## src/rtl/far_ret_pkg.sv

```systemverilog
package far_ret_pkg;
  typedef enum logic [2:0] {
    ST_IDLE   = 3'd0,
    ST_POP_IP = 3'd1,
    ST_POP_CS = 3'd2,
    ST_CHECK  = 3'd3,
    ST_POP_SP = 3'd4,
    ST_POP_SS = 3'd5
  } seq_state_e;

  typedef enum logic [1:0] {
    SP_HOLD = 2'd0,
    SP_LOAD = 2'd1,
    SP_STEP = 2'd2,
    SP_SKIP = 2'd3
  } sp_op_e;
endpackage

```

## src/rtl/far_ret_ring_cmp.sv

```systemverilog
module far_ret_ring_cmp #(
  parameter int PLW = 2
) (
  input  logic [PLW-1:0] cur_lvl,
  input  logic [PLW-1:0] new_lvl,
  output logic           to_outer,
  output logic           to_inner
);
  always_comb begin
    to_outer = new_lvl > cur_lvl;
    to_inner = new_lvl < cur_lvl;
  end
endmodule

```

## src/rtl/far_ret_sp_unit.sv

```systemverilog
module far_ret_sp_unit
  import far_ret_pkg::*;
#(
  parameter int W = 16
) (
  input  logic         clk,
  input  logic         rst_n,
  input  sp_op_e       op,
  input  logic [W-1:0] load_val,
  input  logic [W-1:0] skip_val,
  output logic [W-1:0] sp,
  output logic [W-1:0] sp_skipped
);
  localparam int STEP = W / 8;
  localparam logic [W-1:0] STEP_V = W'(STEP);

  assign sp_skipped = sp + skip_val;

  always_ff @(posedge clk or negedge rst_n) begin
    if (!rst_n) begin
      sp <= '0;
    end else begin
      unique case (op)
        SP_LOAD: sp <= load_val;
        SP_STEP: sp <= sp + STEP_V;
        SP_SKIP: sp <= sp_skipped;
        default: sp <= sp;
      endcase
    end
  end
endmodule

```

## src/rtl/far_ret_ctrl.sv

```systemverilog
module far_ret_ctrl
  import far_ret_pkg::*;
(
  input  logic       clk,
  input  logic       rst_n,
  input  logic       start,
  input  logic       odd_count,
  input  logic       req_ready,
  input  logic       to_outer,
  input  logic       to_inner,
  output seq_state_e state,
  output logic       req_valid,
  output logic       fire,
  output sp_op_e     sp_op,
  output logic       latch_in,
  output logic       cap_ip,
  output logic       cap_cs,
  output logic       cap_sp,
  output logic       commit_same,
  output logic       commit_outer,
  output logic       fault_now
);
  seq_state_e nxt;

  always_comb begin
    nxt          = state;
    req_valid    = (state == ST_POP_IP) || (state == ST_POP_CS) ||
                   (state == ST_POP_SP) || (state == ST_POP_SS);
    fire         = req_valid && req_ready;
    sp_op        = SP_HOLD;
    latch_in     = 1'b0;
    cap_ip       = 1'b0;
    cap_cs       = 1'b0;
    cap_sp       = 1'b0;
    commit_same  = 1'b0;
    commit_outer = 1'b0;
    fault_now    = 1'b0;
    unique case (state)
      ST_IDLE: begin
        if (start) begin
          if (odd_count) begin
            fault_now = 1'b1;
          end else begin
            latch_in = 1'b1;
            sp_op    = SP_LOAD;
            nxt      = ST_POP_IP;
          end
        end
      end
      ST_POP_IP: if (fire) begin
        cap_ip = 1'b1;
        sp_op  = SP_STEP;
        nxt    = ST_POP_CS;
      end
      ST_POP_CS: if (fire) begin
        cap_cs = 1'b1;
        sp_op  = SP_STEP;
        nxt    = ST_CHECK;
      end
      ST_CHECK: begin
        if (to_inner) begin
          fault_now = 1'b1;
          nxt       = ST_IDLE;
        end else if (to_outer) begin
          sp_op = SP_SKIP;
          nxt   = ST_POP_SP;
        end else begin
          commit_same = 1'b1;
          nxt         = ST_IDLE;
        end
      end
      ST_POP_SP: if (fire) begin
        cap_sp = 1'b1;
        sp_op  = SP_STEP;
        nxt    = ST_POP_SS;
      end
      ST_POP_SS: if (fire) begin
        commit_outer = 1'b1;
        nxt          = ST_IDLE;
      end
      default: nxt = ST_IDLE;
    endcase
  end

  always_ff @(posedge clk or negedge rst_n) begin
    if (!rst_n) state <= ST_IDLE;
    else        state <= nxt;
  end

  AST_READ_ONLY_WHEN_BUSY: assert property (@(posedge clk) disable iff (!rst_n)
    (state == ST_IDLE) |-> !req_valid) else $error("idle read");
endmodule

```

## src/rtl/far_ret_seq.sv

```systemverilog
module far_ret_seq
  import far_ret_pkg::*;
#(
  parameter int W   = 16,
  parameter int PLW = 2
) (
  input  logic         clk,
  input  logic         rst_n,
  input  logic         start,
  input  logic [W-1:0] imm_bytes,
  input  logic [W-1:0] cur_cs,
  input  logic [W-1:0] cur_ss,
  input  logic [W-1:0] cur_sp,
  output logic         req_valid,
  input  logic         req_ready,
  output logic [W-1:0] req_seg,
  output logic [W-1:0] req_off,
  input  logic [W-1:0] rd_data,
  output logic         busy,
  output logic         done,
  output logic         fault,
  output logic [W-1:0] ret_cs,
  output logic [W-1:0] ret_ip,
  output logic [W-1:0] ret_ss,
  output logic [W-1:0] ret_sp
);
  seq_state_e     state;
  sp_op_e         sp_op;
  logic           fire, latch_in, cap_ip, cap_cs, cap_sp;
  logic           commit_same, commit_outer, fault_now;
  logic           to_outer, to_inner;
  logic [W-1:0]   n_lat, ss_lat, ip_cap, cs_cap, sp_cap;
  logic [PLW-1:0] cpl_lat;
  logic [W-1:0]   sp_work, sp_skipped;

  far_ret_ctrl u_ctrl (
    .clk, .rst_n, .start,
    .odd_count(imm_bytes[0]), .req_ready,
    .to_outer, .to_inner, .state, .req_valid, .fire, .sp_op,
    .latch_in, .cap_ip, .cap_cs, .cap_sp,
    .commit_same, .commit_outer, .fault_now
  );

  far_ret_sp_unit #(.W(W)) u_sp (
    .clk, .rst_n, .op(sp_op),
    .load_val(cur_sp), .skip_val(n_lat),
    .sp(sp_work), .sp_skipped
  );

  far_ret_ring_cmp #(.PLW(PLW)) u_ring (
    .cur_lvl(cpl_lat), .new_lvl(cs_cap[PLW-1:0]),
    .to_outer, .to_inner
  );

  assign req_seg = ss_lat;
  assign req_off = sp_work;
  assign busy    = (state != ST_IDLE);

  always_ff @(posedge clk or negedge rst_n) begin
    if (!rst_n) begin
      n_lat   <= '0;
      ss_lat  <= '0;
      cpl_lat <= '0;
      ip_cap  <= '0;
      cs_cap  <= '0;
      sp_cap  <= '0;
    end else begin
      if (latch_in) begin
        n_lat   <= imm_bytes;
        ss_lat  <= cur_ss;
        cpl_lat <= cur_cs[PLW-1:0];
      end
      if (cap_ip) ip_cap <= rd_data;
      if (cap_cs) cs_cap <= rd_data;
      if (cap_sp) sp_cap <= rd_data;
    end
  end

  always_ff @(posedge clk or negedge rst_n) begin
    if (!rst_n) begin
      done   <= 1'b0;
      fault  <= 1'b0;
      ret_cs <= '0;
      ret_ip <= '0;
      ret_ss <= '0;
      ret_sp <= '0;
    end else begin
      done  <= commit_same || commit_outer;
      fault <= fault_now;
      if (commit_same) begin
        ret_cs <= cs_cap;
        ret_ip <= ip_cap;
        ret_ss <= ss_lat;
        ret_sp <= sp_skipped;
      end else if (commit_outer) begin
        ret_cs <= cs_cap;
        ret_ip <= ip_cap;
        ret_ss <= rd_data;
        ret_sp <= sp_cap;
      end
    end
  end

  AST_REQ_HOLD: assert property (@(posedge clk) disable iff (!rst_n)
    (req_valid && !req_ready) |=> (req_valid && $stable(req_off) && $stable(req_seg)))
    else $error("request dropped");
  AST_ONE_OUTCOME: assert property (@(posedge clk) disable iff (!rst_n)
    !(done && fault)) else $error("done with fault");
  AST_DONE_SINGLE: assert property (@(posedge clk) disable iff (!rst_n)
    done |=> !done) else $error("long done");
  AST_OUT_FROZEN: assert property (@(posedge clk) disable iff (!rst_n)
    !done |-> ($stable(ret_cs) && $stable(ret_ip) && $stable(ret_ss) && $stable(ret_sp)))
    else $error("result moved");
  AST_ODD_FAULT: assert property (@(posedge clk) disable iff (!rst_n)
    (!busy && start && imm_bytes[0]) |=> (fault && !busy)) else $error("odd n");
  AST_INNER_FAULT: assert property (@(posedge clk) disable iff (!rst_n)
    ((state == ST_CHECK) && (cs_cap[PLW-1:0] < cpl_lat)) |=> (fault && !busy))
    else $error("inner return");
endmodule

```

## config.mk

```make
export PLATFORM = sky130hd
export DESIGN_NAME = far_ret_seq
export DESIGN_NICKNAME = d
export VERILOG_FILES = /design/src/rtl/far_ret_pkg.sv /design/src/rtl/far_ret_ring_cmp.sv /design/src/rtl/far_ret_sp_unit.sv /design/src/rtl/far_ret_ctrl.sv /design/src/rtl/far_ret_seq.sv
export SDC_FILE = /design/constraint.sdc
export NUM_CORES = 1
export LEC_CHECK = 0
export ABC_AREA = 1
export BUFFER_PORTS_ARGS = -buffer_cell sky130_fd_sc_hd__buf_2
export CAP_MARGIN = 20
export CORE_MARGIN = 2
export CORE_UTILIZATION = 58
export DETAILED_ROUTE_END_ITERATION = 7
export GPL_ROUTABILITY_DRIVEN = 0
export PLACE_DENSITY_LB_ADDON = 0.1
export SYNTH_ARGS = -nofsm -noshare
export SYNTH_HDL_FRONTEND = slang
export SYNTH_HIERARCHICAL = 1
export SYNTH_SLANG_ARGS = --single-unit
export TNS_END_PERCENT = 1
```

## constraint.sdc

```tcl
create_clock -name clk -period 4.08 [get_ports clk]
set_input_delay 0.408 -clock clk [delete_from_list [all_inputs] [get_ports clk]]
set_output_delay 0.408 -clock clk [all_outputs]
set_load 0.01 [all_outputs]
```

* Word level (Yosys, flattened, before mapping)
Index checks and enable logic that the tools add are counted.
Word-level totals: output and inout bits 100, bits of input ports 84, logic and storage cells 82, bits in registers 167
Cells by class: eq/ne operators 14, $lt $le $gt $ge 2, reduce and logical (&&, ||, !) cells 11, add/sub/neg operators 2, mux-type cells 39
Operator list (count):
- 16-bit 2-to-1 mux | 8
- 16-bit case mux with 3 select lines | 1
- 3-bit 2-to-1 mux | 8
- 3-bit case mux with 6 select lines | 1
- 16-bit adder | 1
- 16-bit by 2-bit adder with 16-bit output, second input constant | 1
- 1-bit 2-to-1 mux | 15
- 2-bit != test, second input constant | 6
- 2-bit 2-to-1 mux | 4
- 3-bit by 2-bit equality test with 1-bit output, second input constant | 2
- 3-bit equality test, second input constant | 2
- 2-bit case mux with 3 select lines | 1
- 6-bit AND reduction | 1
- 3-bit nonzero test | 2
- 2-bit equality test, second input constant | 2
- 1-bit logical OR | 4
- 3-bit by 1-bit equality test with 1-bit output, second input constant | 1
- 3-bit logical NOT | 1
- 3-bit OR reduction | 1
- 2-bit by 1-bit equality test with 1-bit output, second input constant | 1
- 2-bit greater-than comparator | 1
- 2-bit < comparator | 1
- 1-bit case mux with 2 select lines | 1
- 2-bit nonzero test | 1
- 1-bit logical AND | 1

* Depth between registers and ports, before layout
word-level depth 9, depth in mapped cells 14

* Cells and area by module
The synthesis kept the hierarchy.
By module, submodules not included:
- far_ret_seq | cells an instance 692, area an instance 5975.7 µm², instances 1
- far_ret_sp_unit | cells an instance 366, area an instance 2189.6 µm², instances 1
- far_ret_ctrl | cells an instance 44, area an instance 297.8 µm², instances 1
- far_ret_ring_cmp | cells an instance 11, area an instance 65.1 µm², instances 1

* Worst setup path after synthesis
No wires, ideal clock.
path kind flip-flop to flip-flop, from reg cpl_lat[1], to reg u_sp.sp[10], period minus slack after synthesis 1.981 ns, data required time 3.960 ns, setup slack 2.099 ns, buffers on the path 2, data arrival time 1.861 ns, cell stages (with the launch flop) 13, cells stage by stage dfrtp_1 -> inv_1 -> ha_1 -> a21oi_1 -> nor2_1 -> nand2_1 -> nand3b_1 -> buf_2 -> nor2_4 -> inv_1 -> buf_2 -> nor2_1 -> a21oi_2
Between the ends: elaborated cells on any way between the ends 10, those cells by class order compare (2); eq/ne (3); mux (4); reduce/logical (1)
RTL lines:
- start, declared | RTL line far_ret_seq.sv:33 | logic [PLW-1:0] cpl_lat;
- start signal, assigned | RTL line far_ret_seq.sv:71 | cpl_lat <= cur_cs[PLW-1:0];
- 2-bit < comparator * | RTL line far_ret_ring_cmp.sv:11 | to_inner = new_lvl < cur_lvl;
- net to_inner | RTL line far_ret_seq.sv:31 | logic to_outer, to_inner;
- 2-bit 2-to-1 mux * | RTL line far_ret_ctrl.sv:61 | if (to_inner) begin
- 2-bit case mux with 3 select lines * | RTL line far_ret_ctrl.sv:38 | unique case (state)
- net sp_op[1] | RTL line far_ret_seq.sv:28 | sp_op_e sp_op;
- 2-bit equality test or 2-bit by 1-bit equality test with 1-bit output (tied branches) | RTL line far_ret_sp_unit.sv:23 | unique case (op)
- 16-bit case mux with 3 select lines or 3-bit nonzero test (tied branches)
- end signal, assigned | RTL line far_ret_sp_unit.sv:24 | SP_LOAD: sp <= load_val;
- end signal, assigned | RTL line far_ret_sp_unit.sv:25 | SP_STEP: sp <= sp + STEP_V;
- end signal, assigned | RTL line far_ret_sp_unit.sv:26 | SP_SKIP: sp <= sp_skipped;
- end, declared | RTL line far_ret_sp_unit.sv:11 | output logic [W-1:0] sp,
The timed path passes the listed nets; every way through them passes the cells marked *. A chain may end at the register's enable or synchronous reset.

* Final worst setup path
from reg cpl_lat[1], to reg u_sp.sp[13]
The elaborated chain is that of the path after synthesis.

==> results.sh <==
export IMPL_crit_top_cell="a21oi_1"
export IMPL_die_w_um=125.3
export IMPL_p_sw_uw=4174
export IMPL_core_area_mm2=0.01442
export IMPL_relSlewSlack_pct=36.24
export IMPL_synthSimpleGateAreaFrac_pct=26.26
export IMPL_cp_max_fo=16
export IMPL_grt_pass1_vias=7019
export IMPL_power_leakage_uw=0.005504
export IMPL_grt_overflow=0
export IMPL_p_per_area_mw_per_mm2=922.3
export IMPL_antenna_found_initial=1
export IMPL_clk_pin_slew_ns=0.06
export IMPL_nFillCells=1220
export IMPL_ant_nets=0
export IMPL_syn_num_nets=1216
export IMPL_syn_inst=1113
export IMPL_cts_resized_gates=0
export IMPL_wire_per_inst_um=14.54
export IMPL_drive_gt1_share_pct=20.11
export IMPL_ctsLongestPathBuffers=2
export IMPL_clock_fmax_mhz=366.3
export IMPL_dr_pass1_iters=5
export IMPL_fin_nets=1373
export IMPL_worstPathCellList="inv_1 > ha_1 > a21oi_1 > nor2_1 > nand2_1 > nand3b_1 > nor2_4 > inv_1 > nand2_1 > a21oi_1 > a21oi_1"
export IMPL_drc=0
export IMPL_via_per_inst=5.169
export IMPL_cts_setup_buffers=0
export IMPL_critPathKind="register to register"
export IMPL_drt_met1_wl_um=9581
export IMPL_hp_class="input pin to async pin"
export IMPL_synth_top_family_by_area="simple AND/OR/NAND/NOR gates"
export IMPL_io_buffers=169
export IMPL_pwr_share_comb_pct=49.3
export IMPL_end_kind="register"
export IMPL_required_ns=4.42
export IMPL_ys_types=42
export IMPL_crit_path_start_kind="register"
export IMPL_synth_compound_area_share_pct=10.92
export IMPL_swShare_pct=44.63
export IMPL_grt_max_degree=104
export IMPL_dieArea_mm2=0.01569
export IMPL_fin_crit_ns=2.730
export IMPL_avgSynthCellArea_um2=7.662
export IMPL_numCtsBuffers=17
export IMPL_setup_viol=0
export IMPL_yosys_most_used_dff="dfrtp_1"
export IMPL_p_seq_share_pct=32.4
export IMPL_status="complete, no violations"
export IMPL_yosys_warnings=6
export IMPL_peakVddDrop_mv=0.4506
export IMPL_rows=44
export IMPL_max_cap_viol_count=0
export IMPL_worst_slew_pin_slew_ns=0.9564
export IMPL_ioPinCount=184
export IMPL_dr_wl_met3_um=1763
export IMPL_synthArstFlopShare_pct=100.0
export IMPL_htree_levels=4
export IMPL_critical_path_top_delay_family="simple AND/OR/NAND/NOR gates"
export IMPL_fin_skew_ns=0.009582
export IMPL_final_hold_viol_count=0
export IMPL_slowest_delay_ns=0.36
export IMPL_areaGrowthSynthToFinish_pct=18.91
export IMPL_fin_setup_tns_ns=0
export IMPL_power_share_clock_pct=18.4
export IMPL_cts_root_buf="clkbuf_16"
export IMPL_internal_power_uw=5179
export IMPL_maxUsedRoutingLayer="met4"
export IMPL_synth_xor_area_share_pct=1.071
export IMPL_reg2reg_from="cpl_lat[1]"
export IMPL_maxSlewViolCount=0
export IMPL_routed_wl_met2_um=9685
export IMPL_cts_sinks=167
export IMPL_drtIter0Drc=545
export IMPL_synth_cell_area_mm2=0.008528
export IMPL_synth_fa_ha_area_share_pct=2.876
export IMPL_cts_tree="done"
export IMPL_grt_usage_pct=27.94
export IMPL_cp_slowest_cell="dfrtp_1"
export IMPL_synth_edff_count=0
export IMPL_holdBufCountCts=0
export IMPL_die_h_um=125.3
export IMPL_critPathLaunch="cpl_lat[1]"
export IMPL_rsz0062_at_grt="no"
export IMPL_synth_seq_cells=167
export IMPL_hold_worst_slack_ns=0.1029
export IMPL_synth_seq_area_share_pct=49.00
export IMPL_synthMuxAreaShare_pct=0
export IMPL_route_vias_total=7588
export IMPL_fin_crit_sh_pct=66.91
export IMPL_routed_wl_um=21340
export IMPL_hpwlAfterDp_um=14960
export IMPL_insertion_delay_ns=0.43
export IMPL_start_util_pct=59.13
export IMPL_crit_arrival_ns=3.07
export IMPL_critPathBufInv=2
export IMPL_grt_pass1_wl_um=35000
## cell type report
cell class	count	area (um2)	share of cell area (%)
Antenna cell	1	2.502	0.02468
Inverter	164	615.6	6.070
Tap cell	184	230.2	2.270
Sequential cell	167	4179	41.21
Clock buffer	19	442.9	4.368
Timing Repair Buffer	178	954.7	9.414
Multi-Input combinational cell	742	3525	34.76
Clock inverter	13	191.4	1.888
## sequential cells by signal, summed over array words and instances (netlist names)
| signal | count |
|---|---|
| cs_cap | 16 |
| ip_cap | 16 |
| n_lat | 16 |
| req_seg | 16 |
| ret_cs | 16 |
| ret_ip | 16 |
| ret_sp | 16 |
| ret_ss | 16 |
| sp_cap | 16 |
| u_sp/sp | 16 |
| u_ctrl/state | 3 |
| cpl_lat | 2 |
| done | 1 |
| fault | 1 |
## kinds of logic after synthesis
logic type                 count (synthesis)
adders and majority gates                 19
AOI/OAI and AO/OA                        175
and+or+nand+nor                          541
xor gates and xnor gates                   7
DFF                                      167
buffers and inverters                    204
## per-stage QoR
stage,util (%),cells,cell area [um2],power (uW),setup slack [ns]
after floorplan,-,1113,8528,6196,2.099
after global placement,65.49,1432,9447,7397,1.461
after global routing,70.29,1467,10140,10160,1.191
after detailed placement,65.49,1432,9447,7542,1.397
after CTS,69.89,1464,10080,9325,1.377
final,70.31,1468,10140,9353,1.350
## synthesized netlist by cell type, drive strengths merged (2+ instances only)
cell type | n | area share (%)
nand2 | 439 | 20
dfrtp | 167 | 49
inv | 164 | 7.2
o21ai | 129 | 7.6
nor2 | 47 | 2.6
a21oi | 36 | 2.4
nand3 | 33 | 2.2
buf | 25 | 2.0
ha | 18 | 2.6
clkbuf | 15 | 0.66
and2 | 7 | 0.51
nor3 | 6 | 0.54
a22oi | 4 | 0.35
nand4 | 4 | 0.37
xor2 | 4 | 0.67
nand3b | 3 | 0.26
xnor2 | 3 | 0.40
a221oi | 2 | 0.21
a31oi | 2 | 0.15
## layer usage
metal,track usage [%],vias up
met4,7.712,0
met1,40.28,3534
met2,43.03,276
met3,6.333,22
li1,-,3756
met5,0,-
## cells in the final DEF (no fill, tap or decap), types with 6 or more instances in the layout
master / count
buf_2: 168
o21ai_1: 7
inv_2: 11
buf_4: 6
a21oi_1: 29
clkbuf_16: 17
nand3_1: 30
inv_1: 153
nand2_1: 430
ha_1: 18
and2_1: 7
dfrtp_1: 167
o21ai_0: 121
a21oi_2: 7
nor2_1: 38
nand2_2: 8
## path summary, 6_finish.rpt
check	endpoint	slack (ns)	cells past startpoint
worst max-delay path	u_sp/sp[13]	1.35	11
worst min-delay path	req_seg[2]	0.10	1
worst max register to register	u_sp/sp[13]	1.35	11
worst min register to register	ret_cs[15]	0.48	2
max in group asynchronous	ret_sp[11]	2.97	2
min in group clk	req_seg[6]	0.18	3
## power groups by stage
| stage | Clock [uW] | Combinational, uW | Sequential, uW |
|---|---|---|---|
| 3_3_place_gp | 0 | 4380 | 3020 |
| 4_1_cts | 1740 | 4560 | 3030 |
| 3_5_place_dp | 0 | 4500 | 3040 |
| 6_report | 1720 | 4610 | 3030 |
| 2_1_floorplan | 0 | 3040 | 3150 |
| 5_1_grt | 1820 | 5210 | 3130 |
Power figures use the tool's default switching activity.
